File: config.mk
export PLATFORM = sky130hd
export DESIGN_NAME = dual_chan_fifo
export DESIGN_NICKNAME = d
export VERILOG_FILES = /design/src/rtl/dual_chan_fifo.sv
export SDC_FILE = /design/constraint.sdc
export NUM_CORES = 1
export LEC_CHECK = 0
export BUFFER_PORTS_ARGS = -buffer_cell sky130_fd_sc_hd__buf_4
export CAP_MARGIN = 5
export CORE_MARGIN = 2
export CORE_UTILIZATION = 40
export DETAILED_ROUTE_END_ITERATION = 8
export HOLD_SLACK_MARGIN = 0.08
export PLACE_DENSITY = 0.65
export SLEW_MARGIN = 30
export SYNTH_ARGS = -nofsm -noshare
export SYNTH_HDL_FRONTEND = slang
export SYNTH_SLANG_ARGS = --single-unit
File: constraint.sdc
create_clock -name clk -period 3.3 [get_ports clk]
set_input_delay 0.495 -clock clk [delete_from_list [all_inputs] [get_ports clk]]
set_output_delay 0.495 -clock clk [all_outputs]
set_load 0.02 [all_outputs]
File: src/rtl/dual_chan_fifo.sv
module dual_chan_fifo #(
  parameter int DEPTH = 16,
  parameter int DW    = 8
) (
  input  logic                       clk,
  input  logic                       rst_n,
  input  logic [1:0]                 split_sel,
  input  logic [1:0]                 p_thr,
  input  logic [1:0]                 s_thr,
  input  logic                       p_irq_flush_en,
  input  logic                       s_irq_flush_en,
  input  logic                       p_sect_flush_en,
  input  logic                       s_sect_flush_en,
  input  logic                       p_irq,
  input  logic                       s_irq,
  input  logic                       p_sect_end,
  input  logic                       s_sect_end,
  input  logic                       p_wr,
  input  logic [DW-1:0]              p_wdata,
  input  logic                       p_rd,
  output logic [DW-1:0]              p_rdata,
  output logic [$clog2(DEPTH):0]     p_count,
  output logic                       p_full,
  output logic                       p_empty,
  output logic                       p_req,
  output logic                       p_err,
  input  logic                       s_wr,
  input  logic [DW-1:0]              s_wdata,
  input  logic                       s_rd,
  output logic [DW-1:0]              s_rdata,
  output logic [$clog2(DEPTH):0]     s_count,
  output logic                       s_full,
  output logic                       s_empty,
  output logic                       s_req,
  output logic                       s_err
);
  localparam int AW   = $clog2(DEPTH);
  localparam int CW   = AW + 1;
  localparam int HALF = DEPTH / 2;

  logic [DW-1:0] mem [DEPTH];
  logic [1:0]    split_q;
  logic [1:0]    irq_q;
  logic          split_chg;

  logic [1:0][CW-1:0] sh_v, base_v, cnt_v;
  logic [1:0][1:0]    thr_v;
  logic [1:0][AW-1:0] waddr_v, raddr_v;
  logic [1:0][DW-1:0] wdata_v;
  logic [1:0]         wr_v, rd_v, wok_v, flush_v, full_v, empty_v, req_v, err_v;

  function automatic logic [CW-1:0] level(input logic [CW-1:0] sh, input logic [1:0] code);
    logic [CW+1:0] t;
    logic [CW+1:0] s;
    s = {2'b00, sh};
    case (code)
      2'b00:   t = s;
      2'b01:   t = ((s << 1) + s) >> 2;
      2'b10:   t = s >> 1;
      default: t = s >> 2;
    endcase
    if (t == '0) t = 1;
    return t[CW-1:0];
  endfunction

  function automatic logic [AW-1:0] adv(input logic [AW-1:0] p, input logic [CW-1:0] sh);
    return ({1'b0, p} == sh - 1'b1) ? '0 : p + 1'b1;
  endfunction

  always_comb begin
    case (split_q)
      2'b00:   begin sh_v[0] = CW'(DEPTH); sh_v[1] = '0;         end
      2'b11:   begin sh_v[0] = '0;         sh_v[1] = CW'(DEPTH); end
      default: begin sh_v[0] = CW'(HALF);  sh_v[1] = CW'(HALF);  end
    endcase
  end

  assign base_v[0] = '0;
  assign base_v[1] = sh_v[0];
  assign split_chg = (split_sel != split_q);

  assign thr_v   = {s_thr, p_thr};
  assign wr_v    = {s_wr, p_wr};
  assign rd_v    = {s_rd, p_rd};
  assign wdata_v = {s_wdata, p_wdata};

  assign flush_v[0] = split_chg | (p_irq_flush_en & p_irq & ~irq_q[0]) | (p_sect_flush_en & p_sect_end);
  assign flush_v[1] = split_chg | (s_irq_flush_en & s_irq & ~irq_q[1]) | (s_sect_flush_en & s_sect_end);

  always_ff @(posedge clk or negedge rst_n) begin
    if (!rst_n) begin
      split_q <= 2'b01;
      irq_q   <= '0;
    end else begin
      split_q <= split_sel;
      irq_q   <= {s_irq, p_irq};
    end
  end

  for (genvar g = 0; g < 2; g++) begin : g_ch
    logic [AW-1:0] wp, rp;
    logic [CW-1:0] cnt;
    logic          err_q, full, empty, wok, rok;

    assign full  = (cnt == sh_v[g]);
    assign empty = (cnt == '0);
    assign wok   = wr_v[g] & ~full  & ~flush_v[g];
    assign rok   = rd_v[g] & ~empty & ~flush_v[g];

    always_ff @(posedge clk or negedge rst_n) begin
      if (!rst_n) begin
        wp <= '0; rp <= '0; cnt <= '0; err_q <= 1'b0;
      end else begin
        err_q <= ~flush_v[g] & ((wr_v[g] & full) | (rd_v[g] & empty));
        if (flush_v[g]) begin
          wp <= '0; rp <= '0; cnt <= '0;
        end else begin
          if (wok) wp <= adv(wp, sh_v[g]);
          if (rok) rp <= adv(rp, sh_v[g]);
          cnt <= cnt + CW'(wok) - CW'(rok);
        end
      end
    end

    assign cnt_v[g]   = cnt;
    assign full_v[g]  = full;
    assign empty_v[g] = empty;
    assign err_v[g]   = err_q;
    assign wok_v[g]   = wok;
    assign req_v[g]   = (sh_v[g] != '0) && (cnt >= level(sh_v[g], thr_v[g]));
    assign waddr_v[g] = AW'(base_v[g] + CW'(wp));
    assign raddr_v[g] = AW'(base_v[g] + CW'(rp));
  end

  always_ff @(posedge clk) begin
    for (int c = 0; c < 2; c++)
      if (wok_v[c]) mem[waddr_v[c]] <= wdata_v[c];
  end

  assign p_rdata = mem[raddr_v[0]];
  assign s_rdata = mem[raddr_v[1]];
  assign p_count = cnt_v[0];
  assign s_count = cnt_v[1];
  assign p_full  = full_v[0];
  assign s_full  = full_v[1];
  assign p_empty = empty_v[0];
  assign s_empty = empty_v[1];
  assign p_req   = req_v[0];
  assign s_req   = req_v[1];
  assign p_err   = err_v[0];
  assign s_err   = err_v[1];
endmodule


==> metrics.yaml, run 1 <==
fmaxAchievable_ghz: 0.3145
synth_top_cell_by_area: "edfxtp_1"
synth_area_sq_mm: 0.01045
ys_warn_count: 0
synth_cell_types: 55
coreArea_sq_mm: 0.02584
path_class: "flip-flop to output port"
grt_pass1_wl_um: 38610
startpoint_type: "flip-flop"
cts_tree: "yes"
drtAntennaViolNets: 0
dp_hpwl_um: 18390
clock-sinks: 160
finalHoldViolCount: 0
root_buffer: "clkbuf_16"
ys_seq_elements: 160
dieHeight_um: 165.6
path_buf_inv: 3
synth.area.top_cells: "edfxtp_1, mux4_2, mux2_4, mux2_2, dfrtp_1"
min_path_type: "input pin to flip-flop"
drc_errors: 0
path_depth: 11
cpLargestDelayFamily: "adder cells"
grt.total_usage_pct: 18.40
rsz0062_at_grt: "false"
setup_tns_ns: 0
vias_per_cell: 5.547
cellLeakagePower_uw: 0.004443
maxCapViolations: 0
wl_per_cell_um: 21.39
syn2layout_area_growth_pct: 14.57
vdd_drop_max_mv: 0.3396
timing.critical_path.mode_cell: "buf_4"
io_buffers: 69
synth_edf_count: 128
syn_nets: 830
arrival_ns: 2.68
drv_slew: 0
r2r_end: "s_count[4]"
clk_path_buf_depth: 2
slowest_stage: "dfstp_2"
reg2reg_slack_ns: 0.15
num_vias: 6479
pin_count: 70
ff2ff_path_depth: 16
gp_congestion: 0.8044
synth_top_area_share_pct: 36.78
insertion_delay_ns: 0.44
grt_max_degree: 36
cp_max_fo: 5
wirelength_um: 24980
synth_flop_cell: "edfxtp_1"
crit_start: "split_q[0]"
diodes: 0
clk_pin_slew_ns: 0.07
synthesis.instances: 756
antenna_found_initial: 0
crit_required_ns: 2.80
final_net_count: 894
max_stage_delay_ns: 0.54
power_density_mw_per_mm2: 379.5
slew_headroom_pct: 46.56
overflow: 0
layout_commonest_cell: "edfxtp_1"
path_cells: "inv_2, ha_4, buf_4, mux2i_1, nor2_1, a31oi_1, or2_2, ha_1, o21ai_0, a211oi_1, buf_4"
grt_pass1_vias: 6501
avgSynthCellArea_sq_um: 13.82
die_x_um: 165.6
timing.final.crit_share_pct: 96.36
synthArstFlopShare_pct: 20.00
worst_pin_slew_ns: 0.8016
rows: 59
place_ws_ns: 0.09040
final_cell_mix: "edfxtp_1, buf_4, mux2_2"
end_kind: "output port"
numCtsBuffers: 17
drt-initial-drc-count: 465
htree_levels: 4
rr_startpoint: "split_q[0]"
fin_crit_ns: 3.180
finalClockSkew_ns: 0.01048
die_area_sq_mm: 0.02744
drtPass1Iterations: 5
synth-seq-area-share_pct: 44.45
layout-drive-gt1-share_pct: 42.50
finalWorstSetupSlack_ns: 0.1202
status: "completed"
initial_core_util_pct: 40.45
endpoint: "p_req"
setup_violations: 0
worst min-delay path by stage:
stage	slack, ns	end	from	cells past startpoint
2_1_floorplan	0.20	g_ch[0].rp[0]	rst_n	0
3_3_place_gp	0.47	s_count[3]	rst_n	1
3_5_place_dp	0.48	s_count[3]	rst_n	1
4_1_cts	0.16	irq_q[0]	p_irq	1
5_1_grt	0.16	split_q[0]	split_sel[0]	1
6_report	0.17	irq_q[0]	p_irq	1
timing repair:
item | CTS | global route
endpoints found under the setup margin | 8 | 2
gates cloned | 0 | 0
gates resized for setup | 3 | 4
hold buffers | 1 | 0
hold endpoints to repair | 31 | 0
buffers inserted | 1 | 3
pin swaps | 1 | 3
synth_stat cells, drive strengths merged (12+ instances only):
cell	number
a21o	12
a21oi	25
and2	13
buf	26
clkbuf	35
dfrtp	31
edfxtp	128
ha	36
inv	33
mux2	137
mux2i	29
mux4	56
nand2	29
nor2	37
o21ai	25
registers in the layout, summed over array words and instances (netlist names):
signal   count
p_err        1
g_ch.rp      8
s_err        1
g_ch.wp      8
irq_q        2
s_count      5
split_q      2
mem        128
p_count      5
metal layers:
metal  GRT usage [%]  wire [um]  vias to the layer above
met4           4.575        224                        0
li1                -          -                     3025
met2           30.54      12430                      141
met5               0          0                        -
met1           24.78      11110                     3296
met3           3.847       1214                       17
worst reg2reg max path, stage by stage (launching register included):
cell	delay, ns
dfstp_2	0.54
inv_2	0.05
ha_4	0.29
buf_4	0.11
xor2_1	0.21
o31ai_2	0.10
or2_2	0.28
ha_1	0.28
inv_1	0.04
ha_1	0.18
inv_1	0.07
fa_1	0.20
inv_1	0.05
a21oi_1	0.13
nor2_1	0.06
or3_1	0.34
a21oi_1	0.15
cells by family (layout without fill, tap and decap cells):
kind of cell             after synthesis  in the layout  synth area share (%)
buffers and inverters                 94            171                 4.310
AO/OA/AOI/OAI                         97             97                 6.070
XOR/XNOR                              20             20                 1.748
AND/OR/NAND/NOR                      125            125                 6.752
adder cells (fa/ha/maj)               38             38                 4.693
multiplexers                         222            222                 31.98
flip-flops                           160            160                 44.45
power breakdown:
part / total (uW) / internal [uW] / switching, uW / leakage (uW)
Clock: 1880 / 990 / 886 / 0.000270
Sequential: 2200 / 2190 / 8.78 / 0.00158
Combinational: 466 / 230 / 236 / 0.00259
through the flow:
step	hold WS (ns)	instance area (sq um)	power (uW)	std cells	util, %
after floorplan	0.1994	10460	2531	756	-
after CTS	0.1562	11940	4571	1165	46.23
after global placement	0.4711	11360	2692	1131	43.97
after global routing	0.1603	11970	4697	1168	46.34
after detailed placement	0.4767	11360	2701	1131	43.97
final	0.1739	11970	4545	1168	46.34
cell type report:
type | instances | area (sq um)
clock buffer | 18 | 429.2
clock inverter | 14 | 120.1
fill | 2281 | 13860
inverter | 33 | 123.9
multi-input combinational | 502 | 5394
sequential | 160 | 4648
tap | 335 | 419.2
timing repair buffer | 106 | 839.6
No activity file was read; power rests on OpenSTA's default activity.
==> inputs of run 2 (changes only) <==
==> constraint.sdc (replaced) <==
create_clock -name clk -period 2.8 [get_ports clk]
set_input_delay 0.42 -clock clk [delete_from_list [all_inputs] [get_ports clk]]
set_output_delay 0.42 -clock clk [all_outputs]
set_load 0.02 [all_outputs]
==> metrics.yaml, run 2 (synthesized netlist as in run 1, its figures left out) <==
cts_tree: "yes"
clock-sinks: 160
grt_max_degree: 36
timing.final.crit_share_pct: 107.4
internal_power_uw: 4242
vias_per_cell: 5.675
worst_pin_slew_ns: 0.5908
path_buf_inv: 4
timing.critical_path.mode_cell: "buf_6"
clk_pin_slew_ns: 0.07
coreArea_sq_mm: 0.02584
htree_levels: 4
drv_slew: 0
power_density_mw_per_mm2: 432.7
setup_tns_ns: -2.272
die_x_um: 165.6
numCtsBuffers: 17
drtAntennaViolNets: 0
maxCapViolations: 0
drtPass1Iterations: 5
cellLeakagePower_uw: 0.004967
vdd_drop_max_mv: 0.3062
place_area_sq_mm: 0.01198
total_power_uw: 5710
power_switching_uw: 1468
cp_max_fo: 9
cpLargestDelayFamily: "multiplexers"
setup_violations: 21
grt_pass1_vias: 6655
diodes: 0
initial_core_util_pct: 40.45
antenna_found_initial: 0
max_stage_delay_ns: 0.57
io_buffers: 69
end_kind: "output port"
syn2layout_area_growth_pct: 26.28
grt_pass1_wl_um: 40300
status: "finished with violations"
overflow: 0
largest_register_ffs: 128
finalWorstSetupSlack_ns: -0.2081
arrival_ns: 2.59
die_area_sq_mm: 0.02744
drt-initial-drc-count: 631
fin_crit_ns: 3.008
layout_commonest_cell: "edfxtp_1"
final_net_count: 949
seqPwrFrac_pct: 45.4
finalClockSkew_ns: 0.01022
wirelength_um: 27520
final-seq-area_sq_mm: 0.004649
path_class: "flip-flop to output port"
place_ws_ns: -0.1012
clk_path_buf_depth: 2
pin_count: 70
root_buffer: "clkbuf_16"
fin_cells: 1223
drc_errors: 0
gp_congestion: 0.8608
slowest_stage: "mux4_2"
slew_headroom_pct: 60.61
fmaxAchievable_ghz: 0.3324
final_cell_mix: "edfxtp_1, buf_4, mux2_4"
multi_input_area_sq_mm: 0.005836
fill_cells: 2156
combPwrFrac_pct: 11.7
swShare_pct: 25.71
crit_required_ns: 2.38
num_vias: 6940
rows: 59
min_path_type: "input pin to flip-flop"
rsz0062_at_grt: "true"
finalHoldViolCount: 0
dp_cells: 1163
startpoint_type: "flip-flop"
grt.total_usage_pct: 18.94
layout-drive-gt1-share_pct: 50.56
violations: "setup timing"
wl_per_cell_um: 22.50
path_cells: "inv_2, ha_4, buf_6, xor2_1, buf_6, mux4_2, buf_6"
dieHeight_um: 165.6
clkPwrFrac_pct: 42.9
dp_hpwl_um: 18550
final_cell_area_sq_mm: 0.01320
insertion_delay_ns: 0.44
-- run 2: through the flow --
step	util, %	hold WS, ns
after floorplan	-	0.1244
after global placement	46.37	0.3921
after detailed placement	46.37	0.3995
after CTS	49.51	0.09177
after global routing	51.08	0.09391
final	51.08	0.1025
-- run 2: area by class of cell --
type                            instances  area share (%)
Inverter                               33          0.9386
Clock buffer                           17           3.223
Clock inverter                         15           1.612
Sequential cell                       160           35.23
Multi-Input combinational cell        510           44.22
Tap cell                              335           3.176
Timing Repair Buffer                  153           11.60
-- run 2: per-layer routing --
layer / part of all wire [%] / vias up / GRT usage, %
li1: - / 3143 / -
met1: 44 / 3544 / 27.19
met2: 50 / 224 / 30.36
met3: 4.6 / 29 / 2.700
met4: 1.4 / 0 / 4.877
met5: 0 / - / 0
-- run 2: repair_timing --
item | CTS | global route
hold buffers | 1 | 0
pin swaps | 7 | 20
endpoints found under the hold margin | 31 | 0
cloned | 0 | 9
endpoints found under the setup margin | 12 | 210
gates resized for setup | 27 | 81
buffers inserted | 7 | 15
-- run 2: path summary, 6_finish.rpt --
path | start | slack [ns] | to | cells after the start
setup / recovery | split_q[0] | -0.21 | s_rdata[2] | 7
hold / removal | s_irq | 0.10 | irq_q[1] | 1
setup reg to reg | split_q[0] | -0.16 | s_count[4] | 16
hold reg to reg | g_ch[1].wp[1] | 0.62 | g_ch[1].wp[1] | 2
max in group asynchronous | rst_n | 1.99 | split_q[0] | 2
min in group asynchronous | rst_n | 0.46 | s_count[3] | 2
-- run 2: power by group through the flow --
stage	registers [uW]	logic, uW	clock network, uW
after detailed placement	2650	570	0
after CTS	2590	614	2480
after floorplan	2650	350	0
after global routing	2600	709	2570
after global placement	2650	562	0
final	2590	666	2450
